### src/rtl/mwd_pkg.sv
package mwd_pkg;
  localparam int unsigned OFF_INT   = 32'h00;
  localparam int unsigned OFF_CTRL  = 32'h04;
  localparam int unsigned OFF_CNT   = 32'h08;
  localparam int unsigned OFF_MCTRL = 32'h0C;
  localparam int unsigned OFF_MATCH = 32'h10;
  localparam int unsigned OFF_EMR   = 32'h14;
  localparam int unsigned OFF_PULSE = 32'h18;
  localparam int unsigned OFF_RSTAT = 32'h1C;

  typedef enum logic [1:0] {
    ACT_NONE   = 2'd0,
    ACT_LOW    = 2'd1,
    ACT_HIGH   = 2'd2,
    ACT_TOGGLE = 2'd3
  } pinAct_t;

  // strobes from control to datapath
  typedef struct packed {
    logic countRun;
    logic countHold;
    logic clearOnHit;
    logic stopOnHit;
    logic pulseGo;
    logic pulseInt;
    logic pulseExt;
  } dpCmd_t;
endpackage

### src/rtl/mwd_dpath.sv
module mwd_dpath
  import mwd_pkg::*;
#(
  parameter int CNT_W       = 32,
  parameter int LEN_W       = 16,
  parameter int PULSE_EXTRA = 6
) (
  input  logic             clk,
  input  logic             rstN,
  input  logic             porN,
  input  dpCmd_t           cmd,
  input  logic [CNT_W-1:0] matchVal,
  input  logic [LEN_W-1:0] pulseLen,
  output logic [CNT_W-1:0] count,
  output logic             hit,
  output logic             pulseBusy,
  output logic             intRstOut,
  output logic             extRstOut
);
  localparam int REM_W   = LEN_W + 1;
  localparam int N_CHAN  = 2;

  logic [REM_W-1:0]  remain;
  logic [N_CHAN-1:0] chanReq;
  logic [N_CHAN-1:0] chanOn;

  assign hit = cmd.countRun && !cmd.countHold && (count == matchVal);

  always_ff @(posedge clk or negedge rstN) begin
    if (!rstN) begin
      count <= '0;
    end else if (cmd.countHold) begin
      count <= '0;
    end else if (hit && cmd.clearOnHit) begin
      count <= '0;
    end else if (hit && cmd.stopOnHit) begin
      count <= count;
    end else if (cmd.countRun) begin
      count <= count + 1'b1;
    end
  end

  // pulse timer lives in the power-on domain so a pulse outlasts rstN
  always_ff @(posedge clk or negedge porN) begin
    if (!porN) begin
      pulseBusy <= 1'b0;
      remain    <= '0;
    end else if (cmd.pulseGo) begin
      pulseBusy <= 1'b1;
      remain    <= REM_W'(pulseLen) + REM_W'(PULSE_EXTRA - 1);
    end else if (pulseBusy) begin
      if (remain == '0) pulseBusy <= 1'b0;
      else              remain    <= remain - 1'b1;
    end
  end

  assign chanReq = {cmd.pulseExt, cmd.pulseInt};

  for (genvar ch = 0; ch < N_CHAN; ch++) begin : gChan
    always_ff @(posedge clk or negedge porN) begin
      if (!porN)                          chanOn[ch] <= 1'b0;
      else if (cmd.pulseGo)               chanOn[ch] <= chanReq[ch];
      else if (pulseBusy && remain == '0) chanOn[ch] <= 1'b0;
    end
  end

  assign intRstOut = pulseBusy && chanOn[0];
  assign extRstOut = pulseBusy && chanOn[1];

  AST_HOLD_ZERO: assert property (@(posedge clk) disable iff (!rstN)
    cmd.countHold |=> (count == '0));
  AST_FREEZE: assert property (@(posedge clk) disable iff (!rstN)
    (!cmd.countRun && !cmd.countHold) |=> $stable(count));
  AST_CLEAR_ON_HIT: assert property (@(posedge clk) disable iff (!rstN)
    (hit && cmd.clearOnHit) |=> (count == '0));
  AST_STOP_HOLDS: assert property (@(posedge clk) disable iff (!rstN)
    (hit && cmd.stopOnHit && !cmd.clearOnHit) |=> $stable(count));
endmodule

### src/rtl/mwd_ctrl.sv
module mwd_ctrl
  import mwd_pkg::*;
#(
  parameter int ADDR_W = 8,
  parameter int DATA_W = 32,
  parameter int LEN_W  = 16
) (
  input  logic              clk,
  input  logic              rstN,
  input  logic              porN,
  input  logic [ADDR_W-1:0] busAddr,
  input  logic              busWrEn,
  input  logic [DATA_W-1:0] busWrData,
  input  logic              busRdEn,
  output logic [DATA_W-1:0] busRdData,
  input  logic              dbgHalt,
  input  logic [DATA_W-1:0] count,
  input  logic              hit,
  input  logic              pulseBusy,
  output dpCmd_t            cmd,
  output logic [DATA_W-1:0] matchVal,
  output logic [LEN_W-1:0]  pulseLen,
  output logic              irqOut,
  output logic              matchPin
);
  logic [2:0] ctrlReg;
  logic [4:0] mctrlReg;
  pinAct_t    emrAct;
  logic       emrPin;
  logic       intPend;
  logic       rstStat;

  logic wrInt, wrCtrl, wrMctrl, wrMatch, wrEmr, wrPulse;
  logic goInt, goExt;

  assign wrInt   = busWrEn && (busAddr == ADDR_W'(OFF_INT));
  assign wrCtrl  = busWrEn && (busAddr == ADDR_W'(OFF_CTRL));
  assign wrMctrl = busWrEn && (busAddr == ADDR_W'(OFF_MCTRL));
  assign wrMatch = busWrEn && (busAddr == ADDR_W'(OFF_MATCH));
  assign wrEmr   = busWrEn && (busAddr == ADDR_W'(OFF_EMR));
  assign wrPulse = busWrEn && (busAddr == ADDR_W'(OFF_PULSE));

  always_ff @(posedge clk or negedge rstN) begin
    if (!rstN) begin
      ctrlReg <= '0;
    end else if (wrCtrl) begin
      ctrlReg <= busWrData[2:0];
    end else if (hit && mctrlReg[2]) begin
      ctrlReg[0] <= 1'b0;
    end
  end

  always_ff @(posedge clk or negedge rstN) begin
    if (!rstN) begin
      mctrlReg <= '0;
      matchVal <= '0;
      pulseLen <= '0;
      emrAct   <= ACT_NONE;
    end else begin
      if (wrMctrl) mctrlReg <= busWrData[4:0];
      if (wrMatch) matchVal <= busWrData;
      if (wrPulse) pulseLen <= busWrData[LEN_W-1:0];
      if (wrEmr)   emrAct   <= pinAct_t'(busWrData[5:4]);
    end
  end

  // interrupt: a hit outranks a same-cycle clear
  always_ff @(posedge clk or negedge rstN) begin
    if (!rstN)                      intPend <= 1'b0;
    else if (hit && mctrlReg[0])    intPend <= 1'b1;
    else if (wrInt && busWrData[0]) intPend <= 1'b0;
  end

  // external pin: the hit action outranks a same-cycle write
  always_ff @(posedge clk or negedge rstN) begin
    if (!rstN) begin
      emrPin <= 1'b0;
    end else if (hit && emrAct != ACT_NONE) begin
      unique case (emrAct)
        ACT_LOW:    emrPin <= 1'b0;
        ACT_HIGH:   emrPin <= 1'b1;
        ACT_TOGGLE: emrPin <= !emrPin;
        default:    emrPin <= emrPin;
      endcase
    end else if (wrEmr) begin
      emrPin <= busWrData[0];
    end
  end

  assign goInt = (hit && mctrlReg[3]) || (wrMctrl && busWrData[5]);
  assign goExt = (hit && mctrlReg[4]) || (wrMctrl && busWrData[6]);

  always_ff @(posedge clk or negedge porN) begin
    if (!porN)            rstStat <= 1'b0;
    else if (cmd.pulseGo) rstStat <= 1'b1;
  end

  always_comb begin
    cmd.countRun   = ctrlReg[0] && !(ctrlReg[2] && dbgHalt);
    cmd.countHold  = ctrlReg[1];
    cmd.clearOnHit = mctrlReg[1];
    cmd.stopOnHit  = mctrlReg[2];
    cmd.pulseGo    = (goInt || goExt) && !pulseBusy;
    cmd.pulseInt   = goInt;
    cmd.pulseExt   = goExt;
  end

  always_comb begin
    busRdData = '0;
    if (busRdEn) begin
      unique case (busAddr)
        ADDR_W'(OFF_INT):   busRdData = DATA_W'(intPend);
        ADDR_W'(OFF_CTRL):  busRdData = DATA_W'(ctrlReg);
        ADDR_W'(OFF_CNT):   busRdData = count;
        ADDR_W'(OFF_MCTRL): busRdData = DATA_W'(mctrlReg);
        ADDR_W'(OFF_MATCH): busRdData = matchVal;
        ADDR_W'(OFF_EMR):   busRdData = DATA_W'({emrAct, 3'b000, emrPin});
        ADDR_W'(OFF_PULSE): busRdData = DATA_W'(pulseLen);
        ADDR_W'(OFF_RSTAT): busRdData = DATA_W'(rstStat);
        default:            busRdData = '0;
      endcase
    end
  end

  assign irqOut   = intPend;
  assign matchPin = emrPin;

  AST_IRQ_SET: assert property (@(posedge clk) disable iff (!rstN)
    (hit && mctrlReg[0]) |=> irqOut);
  AST_STOP_CLEARS_EN: assert property (@(posedge clk) disable iff (!rstN)
    (hit && mctrlReg[2] && !wrCtrl) |=> !ctrlReg[0]);
  AST_PIN_HIGH: assert property (@(posedge clk) disable iff (!rstN)
    (hit && emrAct == ACT_HIGH) |=> matchPin);
  AST_STATUS_STICKY: assert property (@(posedge clk) disable iff (!porN)
    rstStat |=> rstStat);
endmodule

### src/rtl/mwd_top.sv
module mwd_top
  import mwd_pkg::*;
#(
  parameter int ADDR_W = 8,
  parameter int DATA_W = 32,
  parameter int LEN_W  = 16
) (
  input  logic              clk,
  input  logic              rstN,
  input  logic              porN,
  input  logic [ADDR_W-1:0] busAddr,
  input  logic              busWrEn,
  input  logic [DATA_W-1:0] busWrData,
  input  logic              busRdEn,
  output logic [DATA_W-1:0] busRdData,
  input  logic              dbgHalt,
  output logic              irqOut,
  output logic              matchPin,
  output logic              intRstOut,
  output logic              extRstOut
);
  dpCmd_t            cmd;
  logic [DATA_W-1:0] count;
  logic [DATA_W-1:0] matchVal;
  logic [LEN_W-1:0]  pulseLen;
  logic              hit;
  logic              pulseBusy;

  mwd_ctrl #(.ADDR_W(ADDR_W), .DATA_W(DATA_W), .LEN_W(LEN_W)) uCtrl (
    .clk(clk), .rstN(rstN), .porN(porN),
    .busAddr(busAddr), .busWrEn(busWrEn), .busWrData(busWrData),
    .busRdEn(busRdEn), .busRdData(busRdData), .dbgHalt(dbgHalt),
    .count(count), .hit(hit), .pulseBusy(pulseBusy),
    .cmd(cmd), .matchVal(matchVal), .pulseLen(pulseLen),
    .irqOut(irqOut), .matchPin(matchPin)
  );

  mwd_dpath #(.CNT_W(DATA_W), .LEN_W(LEN_W), .PULSE_EXTRA(6)) uDpath (
    .clk(clk), .rstN(rstN), .porN(porN),
    .cmd(cmd), .matchVal(matchVal), .pulseLen(pulseLen),
    .count(count), .hit(hit), .pulseBusy(pulseBusy),
    .intRstOut(intRstOut), .extRstOut(extRstOut)
  );
endmodule

### config.mk
export PLATFORM = sky130hd
export DESIGN_NAME = mwd_top
export DESIGN_NICKNAME = d
export VERILOG_FILES = /design/src/rtl/mwd_pkg.sv /design/src/rtl/mwd_dpath.sv /design/src/rtl/mwd_ctrl.sv /design/src/rtl/mwd_top.sv
export SDC_FILE = /design/constraint.sdc
export NUM_CORES = 1
export LEC_CHECK = 0
export BUFFER_PORTS_ARGS = -buffer_cell sky130_fd_sc_hd__buf_2
export CAP_MARGIN = 40
export CORE_UTILIZATION = 49
export CTS_CLUSTER_DIAMETER = 50
export DETAILED_ROUTE_END_ITERATION = 16
export PLACE_DENSITY = 0.72
export SYNTH_ARGS = -nofsm -noshare
export SYNTH_HDL_FRONTEND = slang
export SYNTH_SLANG_ARGS = --single-unit
### constraint.sdc
create_clock -name clk -period 2.87 [get_ports clk]
set_input_delay 0.574 -clock clk [delete_from_list [all_inputs] [get_ports clk]]
set_output_delay 0.574 -clock clk [all_outputs]
set_load 0.05 [all_outputs]
== After elaboration in Yosys (flattened, before gate mapping) ==
Index checks and enable logic that the tools add are counted.

* Register bits after elaboration: 113
* Input bits: 46
* Output and inout bits: 36

* $add $sub $neg: 3
* Eq/ne operators: 14
* Mux-type cells: 22
* Reduce and logical (&&, ||, !) cells: 42

{| class="wikitable"
|+ Operator list
! operator !! number
|-
| case mux 32 bit (8 select lines) || 1
|-
| 2-to-1 mux 32 bit || 5
|-
| 2-to-1 mux 17 bit || 3
|-
| adder 32 x 1 -> 32 bit, second input constant || 1
|-
| == test 32 bit || 1
|-
| == test 8 x 5 -> 1 bit, second input constant || 4
|-
| logical AND 1 bit || 23
|-
| adder 16 x 3 -> 17 bit, second input constant || 1
|-
| zero test 17 bit || 1
|-
| subtractor 17 x 1 -> 17 bit, second input constant || 1
|-
| == test 8 x 4 -> 1 bit, second input constant || 2
|-
| 2-to-1 mux 1 bit || 12
|-
| nonzero test 2 bit || 6
|-
| == test 8 x 3 -> 1 bit, second input constant || 1
|-
| zero test 8 bit || 1
|-
| AND reduction 2 bit || 3
|-
| == test 2 bit, second input constant || 2
|-
| zero test 1 bit || 4
|-
| inequality test 4 bit, second input constant || 1
|-
| logical OR 1 bit || 3
|-
| inequality test 3 x 1 -> 1 bit, second input constant || 1
|-
| case mux 1 bit (3 select lines) || 1
|-
| nonzero test 3 bit || 1
|-
| == test 2 x 1 -> 1 bit, second input constant || 1
|-
| inequality test 2 bit, second input constant || 1
|}

== Depth between registers and ports, before layout ==
Gate-level depths: netlist of the first run.

* Word-level depth: 11
* Depth in mapped cells: 10
* Gate-level depth less buffers: 8

== Cells and area by module ==
A second synthesis of the first run with hierarchy kept.

* Cell total of the unflattened synthesis: 700
* Area total of the unflattened synthesis: 7059.3 um^2

{| class="wikitable"
|+ By module, submodules not included
! module !! instances !! cells an instance !! area each (um^2) !! sequential area each (um^2)
|-
| mwd_dpath || 1 || 442 || 3792.4 || 1301.2
|-
| mwd_ctrl || 1 || 258 || 3266.9 || 1526.5
|}

== Worst setup path before layout of the first run ==
Ideal clock, no wire load.

* Path type: input to output
* Start: in busAddr[0]
* End: out busRdData[1]
* Arrival time: 2988 ps
* Setup slack: -692 ps
* Stages on the path: 6
* Buffers on the path: 1
* Path through: or4_4 > or3_4 > nor3_1 > buf_2 > a22oi_1 > a31oi_1

* Word-level cells in the longest chain between the ends: 3
* Elaborated cells on any way between the ends: 10
* Those cells by class: eq/ne (7); mux (2); reduce/logical (1)

{| class="wikitable"
|+ RTL lines
! element !! RTL line !! RTL
|-
| start, declared || mwd_top.sv:11 || <nowiki>input logic [ADDR_W-1:0] busAddr,</nowiki>
|-
| == test 8 x 5 -> 1 bit, or another cell as far along || mwd_ctrl.sv:111 || <nowiki>unique case (busAddr)</nowiki>
|-
| case mux 32 bit (8 select lines) (*) || mwd_ctrl.sv:111 ||
|-
| 2-to-1 mux 32 bit (*) || mwd_ctrl.sv:110 || <nowiki>if (busRdEn) begin</nowiki>
|-
| end, declared || mwd_top.sv:15 || <nowiki>output logic [DATA_W-1:0] busRdData,</nowiki>
|}

Mark *: on every way between the ends. The rest lies on a longest branch, timed or not.

== Worst setup path in the final report of the first run ==
* Start: in busAddr[0]
* End: out busRdData[15]

The elaborated chain is that of the path after synthesis.

==> key figures, run 1 <==
Outcome
  • Status: finished with violations
  • Failing checks: setup timing

Clock tree
  • Worst-Skew Late Latency: 0.43 ns
  • CTS tree: done
  • Hold Buf Count CTS: 0
  • Clk buf depth: 2
  • H-tree depth reported by CTS: 4
  • # clock sinks: 113
  • Root buffer cell: clkbuf_16
  • Inserted Clock Buffers: 17
  • Reg clk slew, reported paths: 0.06 ns

Global routing
  • Initial antenna violation count: 0
  • Vias in the first global route: 6225
  • Grt total ovfl: 0
  • GRT Resource Usage Total: 0.296
  • First-pass GRT wire length: 33.0 mm
  • Largest net degree at the start of global routing: 61

Routing
  • Wire length per cell: 20.8 um
  • DR vias/cell: 6.22
  • Routed Antenna Nets: 0
  • Routed Wire Length: 21.0 mm
  • First-pass DRT Iterations: 8
  • Vias: 6286
  • DR DRC count: 0
  • Drt first-iter violations: 441

Power and ir drop
  • Power per cell area: 482 nW/um^2
  • Worst vdd ir: 0.454 mV
  • Power Total: 4470 uW
  • Leak: 0.00385 uW

Synthesis
  • Number of library cell types mapped by synthesis: 66
  • Synthesized instance count: 715
  • Ys async rst share: 1.00
  • Top cells by area, synth: dfrtp_1 41%, mux2_2 7.9%, xor2_1 3.9%, a21oi_1 3.2%, a22oi_1 3.1%
  • EDFF count, synth: 0
  • Flops & latches, synth: 113
  • Mapped Area: 6980 um^2
  • Area share of the largest cell type after synthesis: 0.405
  • Post-synth top area cell: dfrtp_1
  • Syn_nets: 765
  • Sequential fraction of the synthesis area: 0.405
  • Most used DFF post-synth: dfrtp_1
  • Yosys warnings: 0
  • Avg Inst Size Synth: 9.76 um^2

Placement
  • Post-DP Area: 8150 um^2
  • DP HPWL: 14.7 mm
  • GPL Wtd Cong: 0.905
  • Port-buffer cells: 81

STA
  • Worst setup margin: -0.244 ns
  • Skew final: 0.0105 ns
  • Final TNS setup: -5.53 ns
  • RSZ-0062 raised after global routing: true
  • Endpoints failing setup: 31
  • Relative slew slack: 0.529
  • Tcrit/Tclk final: 1.09
  • Worst slew pin tran: 0.704 ns
  • Smallest hold slack: 0.104 ns
  • Fin crit period: 3.11 ns
  • Final hold violations: 0
  • Final Slew Violations: 0
  • FMAX: 321 MHz

Setup path
  • CP endpoint kind: primary output
  • Critical Path AT: 2.54 ns
  • Startpoint types: input pin
  • Worst endpoint required time: 2.30 ns
  • Worst path cell trace: buf_6 -> or4_4 -> or3_4 -> nor3_4 -> buf_12 -> buf_12 -> a22oi_2 -> a21oi_4 -> buf_6
  • CP max-delay cell: or4_4
  • Max FO, Critical Path: 7
  • Kind of critical path: in -> out
  • Max incr delay on CP: 0.52 ns

Floorplanning
  • Area of the die: 14700 um^2
  • IO Pins: 82
  • Die height: 121 um
  • Die outline width: 121 um
  • Core ar.: 13900 um^2
  • Row cnt: 43
  • Initial Utilization: 0.503

Cells and area
  • Layout cell share with drive strength beyond 1: 0.347
  • Post-route cell area: 9260 um^2
  • ANT cells: 0
  • Syn-to-layout area delta: 32.7%
  • # fillers: 1054
  • # nets final: 868

Worst hold path
  • HP Class: in -> async

Flow run
  • Maxcap violations: 0
[kinds of logic (layout without fill, tap and decap cells)]
kind of cell,count (synthesis),after routing,share of synthesized area
compound gates,140,140,0.132
xor+xnor,54,54,0.0678
mux,77,77,0.121
simple gates,277,277,0.229
buf+inv,50,165,0.0382
fa+ha+maj,4,4,0.00717
flops,113,113,0.405
[flip-flops by register name (all words and copies together), names as in the netlist]
register          count
uCtrl.matchVal       32
uCtrl.rstStat         1
uCtrl.ctrlReg         3
uCtrl.mctrlReg        5
uCtrl.pulseLen       16
uCtrl.irqOut          1
uCtrl.matchPin        1
uDpath.remain        17
uDpath.count         32
uDpath.pulseBusy      1
uCtrl.emrAct          2
uDpath.chanOn         2
[cells in the final DEF, fill, tap and decap left out, types with 23 or more instances in the layout]
cell / n
dfrtp_1: 113
nand2_1: 37
a21oi_1: 34
nor2_1: 28
mux2_2: 49
buf_2: 47
buf_4: 24
buf_6: 29
nand3_1: 29
xor2_1: 31
xnor2_1: 23
[Yosys cell counts (5+ instances only)]
master    number
a21oi_1       44
a22oi_1       29
and2_1         5
and3_1        14
and4_1         7
buf_2         14
buf_6          6
clkbuf_1      17
dfrtp_1      113
inv_1          9
mux2_1        10
mux2_2        49
mux2i_1       18
nand2_1       41
nand2b_1       5
nand3_1       29
nand4_1       21
nor2_1        49
nor2b_1       16
nor3_1        16
nor4_1        15
o21ai_0       16
o21ai_1        7
o31ai_1       14
or3_1         18
or4_1         14
xnor2_1       23
xor2_1        31
[power by group]
part           internal (uW)  leakage [uW]  total [uW]  switching [uW]
sequential              1650       0.00148        1750            95.3
clock                   1530      0.000297        2320             786
combinational            161       0.00207         401             240
[per-layer routing]
metal  vias to the layer above  track usage  wire length (um)  part of all wire
li1                       2885            -                 -                 -
met1                      3133        0.375              8620              0.41
met2                       216        0.492             10600              0.51
met3                        52       0.0536              1160             0.055
met4                         0        0.130               589             0.028
met5                         -            0                 0                 0
[critical path: cells and delay by family]
kind	cells	cell delay [ns]
compound gates	2	0.26
buf+inv	4	0.58
simple gates	3	1.12
[area by class of cell]
type / count / area, um^2 / share of cell area
multi-input cells: 552 / 4330 / 0.468
flip-flops and latches: 113 / 2830 / 0.305
repair buffers: 125 / 1200 / 0.129
clock buffers: 17 / 425 / 0.0459
well taps: 180 / 225 / 0.0243
clock inverters: 14 / 215 / 0.0232
inverters: 9 / 33.8 / 0.00365
[path summary, 6_finish.rpt]
kind | start | to | slack, ns | cells after the start
max | busAddr[0] | busRdData[15] | -0.24 | 9
min | porN | uDpath.chanOn[0]$_DFFE_PN0P_ | 0.10 | 1
max reg2reg | uDpath.count[28]$_DFFE_PN0P_ | uDpath.remain[6]$_DFFE_PN0P_ | 0.17 | 7
min reg2reg | uCtrl.rstStat$_DFFE_PN0P_ | uCtrl.rstStat$_DFFE_PN0P_ | 0.52 | 1
max in group asynchronous | rstN | uDpath.count[31]$_DFFE_PN0P_ | 2.04 | 2
min in group clk | busWrData[31] | uCtrl.matchVal[31]$_DFFE_PN0P_ | 0.37 | 2
[stage by stage]
stage	worst slack, ns	util	std cells
4_1_cts	-0.229	0.658	1005
3_3_place_gp	-0.273	0.587	969
3_5_place_dp	-0.335	0.587	969
2_1_floorplan	-0.143	-	715
6_report	-0.244	0.667	1010
5_1_grt	-0.262	0.667	1010
[timing repair]
action	in CTS	in global routing
setup endpoints to repair	31	32
pin swaps	3	10
resized for setup	81	23
buffers inserted	4	5
gates cloned	1	1
Note: power is estimated with default switching activity, not from simulation.
==> run 2: changes to the inputs <==
CORE_MARGIN = 2   (was unset)
CORE_UTILIZATION = 45   (was 49)
PLACE_DENSITY = 0.67   (was 0.72)
==> run 2 against run 1 <==
Against the previous run:
- the flow still finishes with violations (setup timing)
- final area down 0.93%
- sequential power hardly changed
- flip-flop and latch count did not move
- critical path depth unchanged
- utilization is 6.4 points lower
- fmax grew 1.7%
- via count fell by 0.89%
- power decreased by 0.64%
- wire length fell by 0.60%
==> key figures, run 2 (synthesis results as in run 1) <==
Cells and area
  • Most common cell after layout, fill and taps aside: dfrtp_1
  • # nets final: 868
  • Multi-input logic area: 4300 um^2
  • Largest regs: uCtrl.matchVal: 32 flops, uDpath.count: 32 flops, uDpath.remain: 17 flops
  • # fillers: 1255
  • Register area: 2830 um^2
  • ANT cells: 0
  • Layout cell share with drive strength beyond 1: 0.337
  • Most frequent cells in the layout: 113 x dfrtp_1, 49 x mux2_2, 47 x buf_2, 39 x nand2_1, 34 x a21oi_1
  • Syn-to-layout area delta: 31.4%

Global routing
  • Initial antenna violation count: 0
  • GRT Resource Usage Total: 0.266
  • Largest net degree at the start of global routing: 61
  • Grt total ovfl: 0
  • First-pass GRT wire length: 33.8 mm
  • Vias in the first global route: 6215

Clock tree
  • Clk buf depth: 2
  • # clock sinks: 113
  • H-tree depth reported by CTS: 4
  • Root buffer cell: clkbuf_16
  • Inserted Clock Buffers: 17
  • CTS tree: done
  • Hold Buf Count CTS: 0
  • Reg clk slew, reported paths: 0.06 ns
  • Worst-Skew Late Latency: 0.43 ns

STA
  • RSZ-0062 raised after global routing: true
  • Skew final: 0.00651 ns
  • Relative slew slack: 0.584
  • FMAX: 327 MHz
  • Fin crit period: 3.06 ns
  • Endpoints failing setup: 31
  • Tcrit/Tclk final: 1.07
  • Final hold violations: 0
  • Worst setup margin: -0.192 ns
  • Worst slew pin tran: 0.624 ns
  • Final Slew Violations: 0
  • Final TNS setup: -4.81 ns

Setup path
  • Startpoint types: input pin
  • CP endpoint kind: primary output
  • CP max-delay cell: or4_4
  • Max FO, Critical Path: 13
  • Critical Path AT: 2.49 ns
  • R2r setup slk: 0.24 ns
  • Worst path cell trace: buf_6 -> or4_4 -> or3_4 -> nor3_4 -> buf_12 -> buf_12 -> a22oi_1 -> nor2_4 -> buf_6
  • Worst endpoint required time: 2.30 ns
  • Reg2reg path depth: 7
  • Max incr delay on CP: 0.53 ns
  • Kind of critical path: in -> out
  • RR Startpoint: uDpath.count[28]$_DFFE_PN0P_
  • RR Endpoint: uDpath.remain[11]$_DFFE_PN0P_

Floorplanning
  • IO Pins: 82
  • Die height: 129 um
  • Row cnt: 45
  • Area of the die: 16500 um^2
  • Core ar.: 15200 um^2
  • Initial Utilization: 0.459
  • Die outline width: 129 um

Placement
  • DP Worst Slack: -0.274 ns
  • DP HPWL: 15.0 mm
  • Port-buffer cells: 81
  • GPL Wtd Cong: 0.925

Power and ir drop
  • Worst vdd ir: 0.414 mV
  • Leak: 0.00383 uW
  • Power per cell area: 484 nW/um^2
  • Clk network pwr share: 0.517
  • Sequential Power Share: 0.393
  • Sw Pwr: 1080 uW
  • Combinational power share: 0.090
  • Sw frac: 0.244
  • Internal Power: 3350 uW

Outcome
  • Status: finished with violations
  • Failing checks: setup timing

Routing
  • DR vias/cell: 6.11
  • Wire length per cell: 20.5 um
  • First-pass DRT Iterations: 5
  • Vias: 6230
  • Routed Wire Length: 20.9 mm
  • Drt first-iter violations: 503
  • Routed Antenna Nets: 0
  • DR DRC count: 0

Worst hold path
  • HP Class: in -> async

Flow run
  • Maxcap violations: 0
-- run 2: power by group through the flow --
stage	logic (uW)	clock network, uW	registers (uW)
6_report	400	2290	1740
5_1_grt	437	2400	1750
4_1_cts	397	2320	1740
3_5_place_dp	390	0	1770
3_3_place_gp	383	0	1770
2_1_floorplan	235	0	1740
-- run 2: through the flow --
stage | hold slack [ns] | instance area [um^2] | utilization | std cells | total power, uW
CTS | 0.102 | 9160 | 0.602 | 1018 | 4460
floorplan | 0.278 | 7340 | - | 715 | 1970
global placement | 0.485 | 8160 | 0.537 | 979 | 2150
finish | 0.0979 | 9170 | 0.603 | 1019 | 4440
detailed placement | 0.505 | 8160 | 0.537 | 979 | 2160
global route | 0.123 | 9170 | 0.603 | 1019 | 4590
-- run 2: layer usage --
layer / global-route usage / wire length, um / vias up / share of wire
met3: 0.0491 / 951 / 27 / 0.046
met4: 0.0946 / 377 / 0 / 0.018
met5: 0 / 0 / - / 0
li1: - / - / 2874 / -
met1: 0.354 / 9150 / 3153 / 0.44
met2: 0.439 / 10400 / 176 / 0.50
-- run 2: timing repair --
item | CTS | global route
setup buffers | 5 | 2
cloned | 2 | 0
endpoints found under the setup margin | 32 | 32
pin swaps | 2 | 1
gates resized for setup | 81 | 5
-- run 2: cell type report --
cell class | instances | share of cell area
well taps | 188 | 0.0256
clock inverters | 9 | 0.0166
flip-flops and latches | 113 | 0.308
repair buffers | 125 | 0.124
inverters | 9 | 0.00368
clock buffers | 23 | 0.0532
multi-input cells | 552 | 0.469
-- run 2: critical path, delay by kind of cell --
family / cells / cell delay [ns]
and+or+nand+nor: 4 / 1.22
buffers and inverters: 4 / 0.60
AOI/OAI and AO/OA: 1 / 0.10
-- run 2: worst max-delay path by stage --
| stage | from | endpoint | slack, ns | depth (start not counted) |
|---|---|---|---|---|
| after floorplan | busAddr[0] | busRdData[1] | -0.14 | 6 |
| after detailed placement | busAddr[0] | busRdData[11] | -0.27 | 10 |
| final | busAddr[0] | busRdData[22] | -0.19 | 9 |
| after CTS | busAddr[0] | busRdData[10] | -0.20 | 9 |
| after global routing | busAddr[0] | busRdData[31] | -0.26 | 9 |
| after global placement | busAddr[0] | busRdData[1] | -0.29 | 8 |
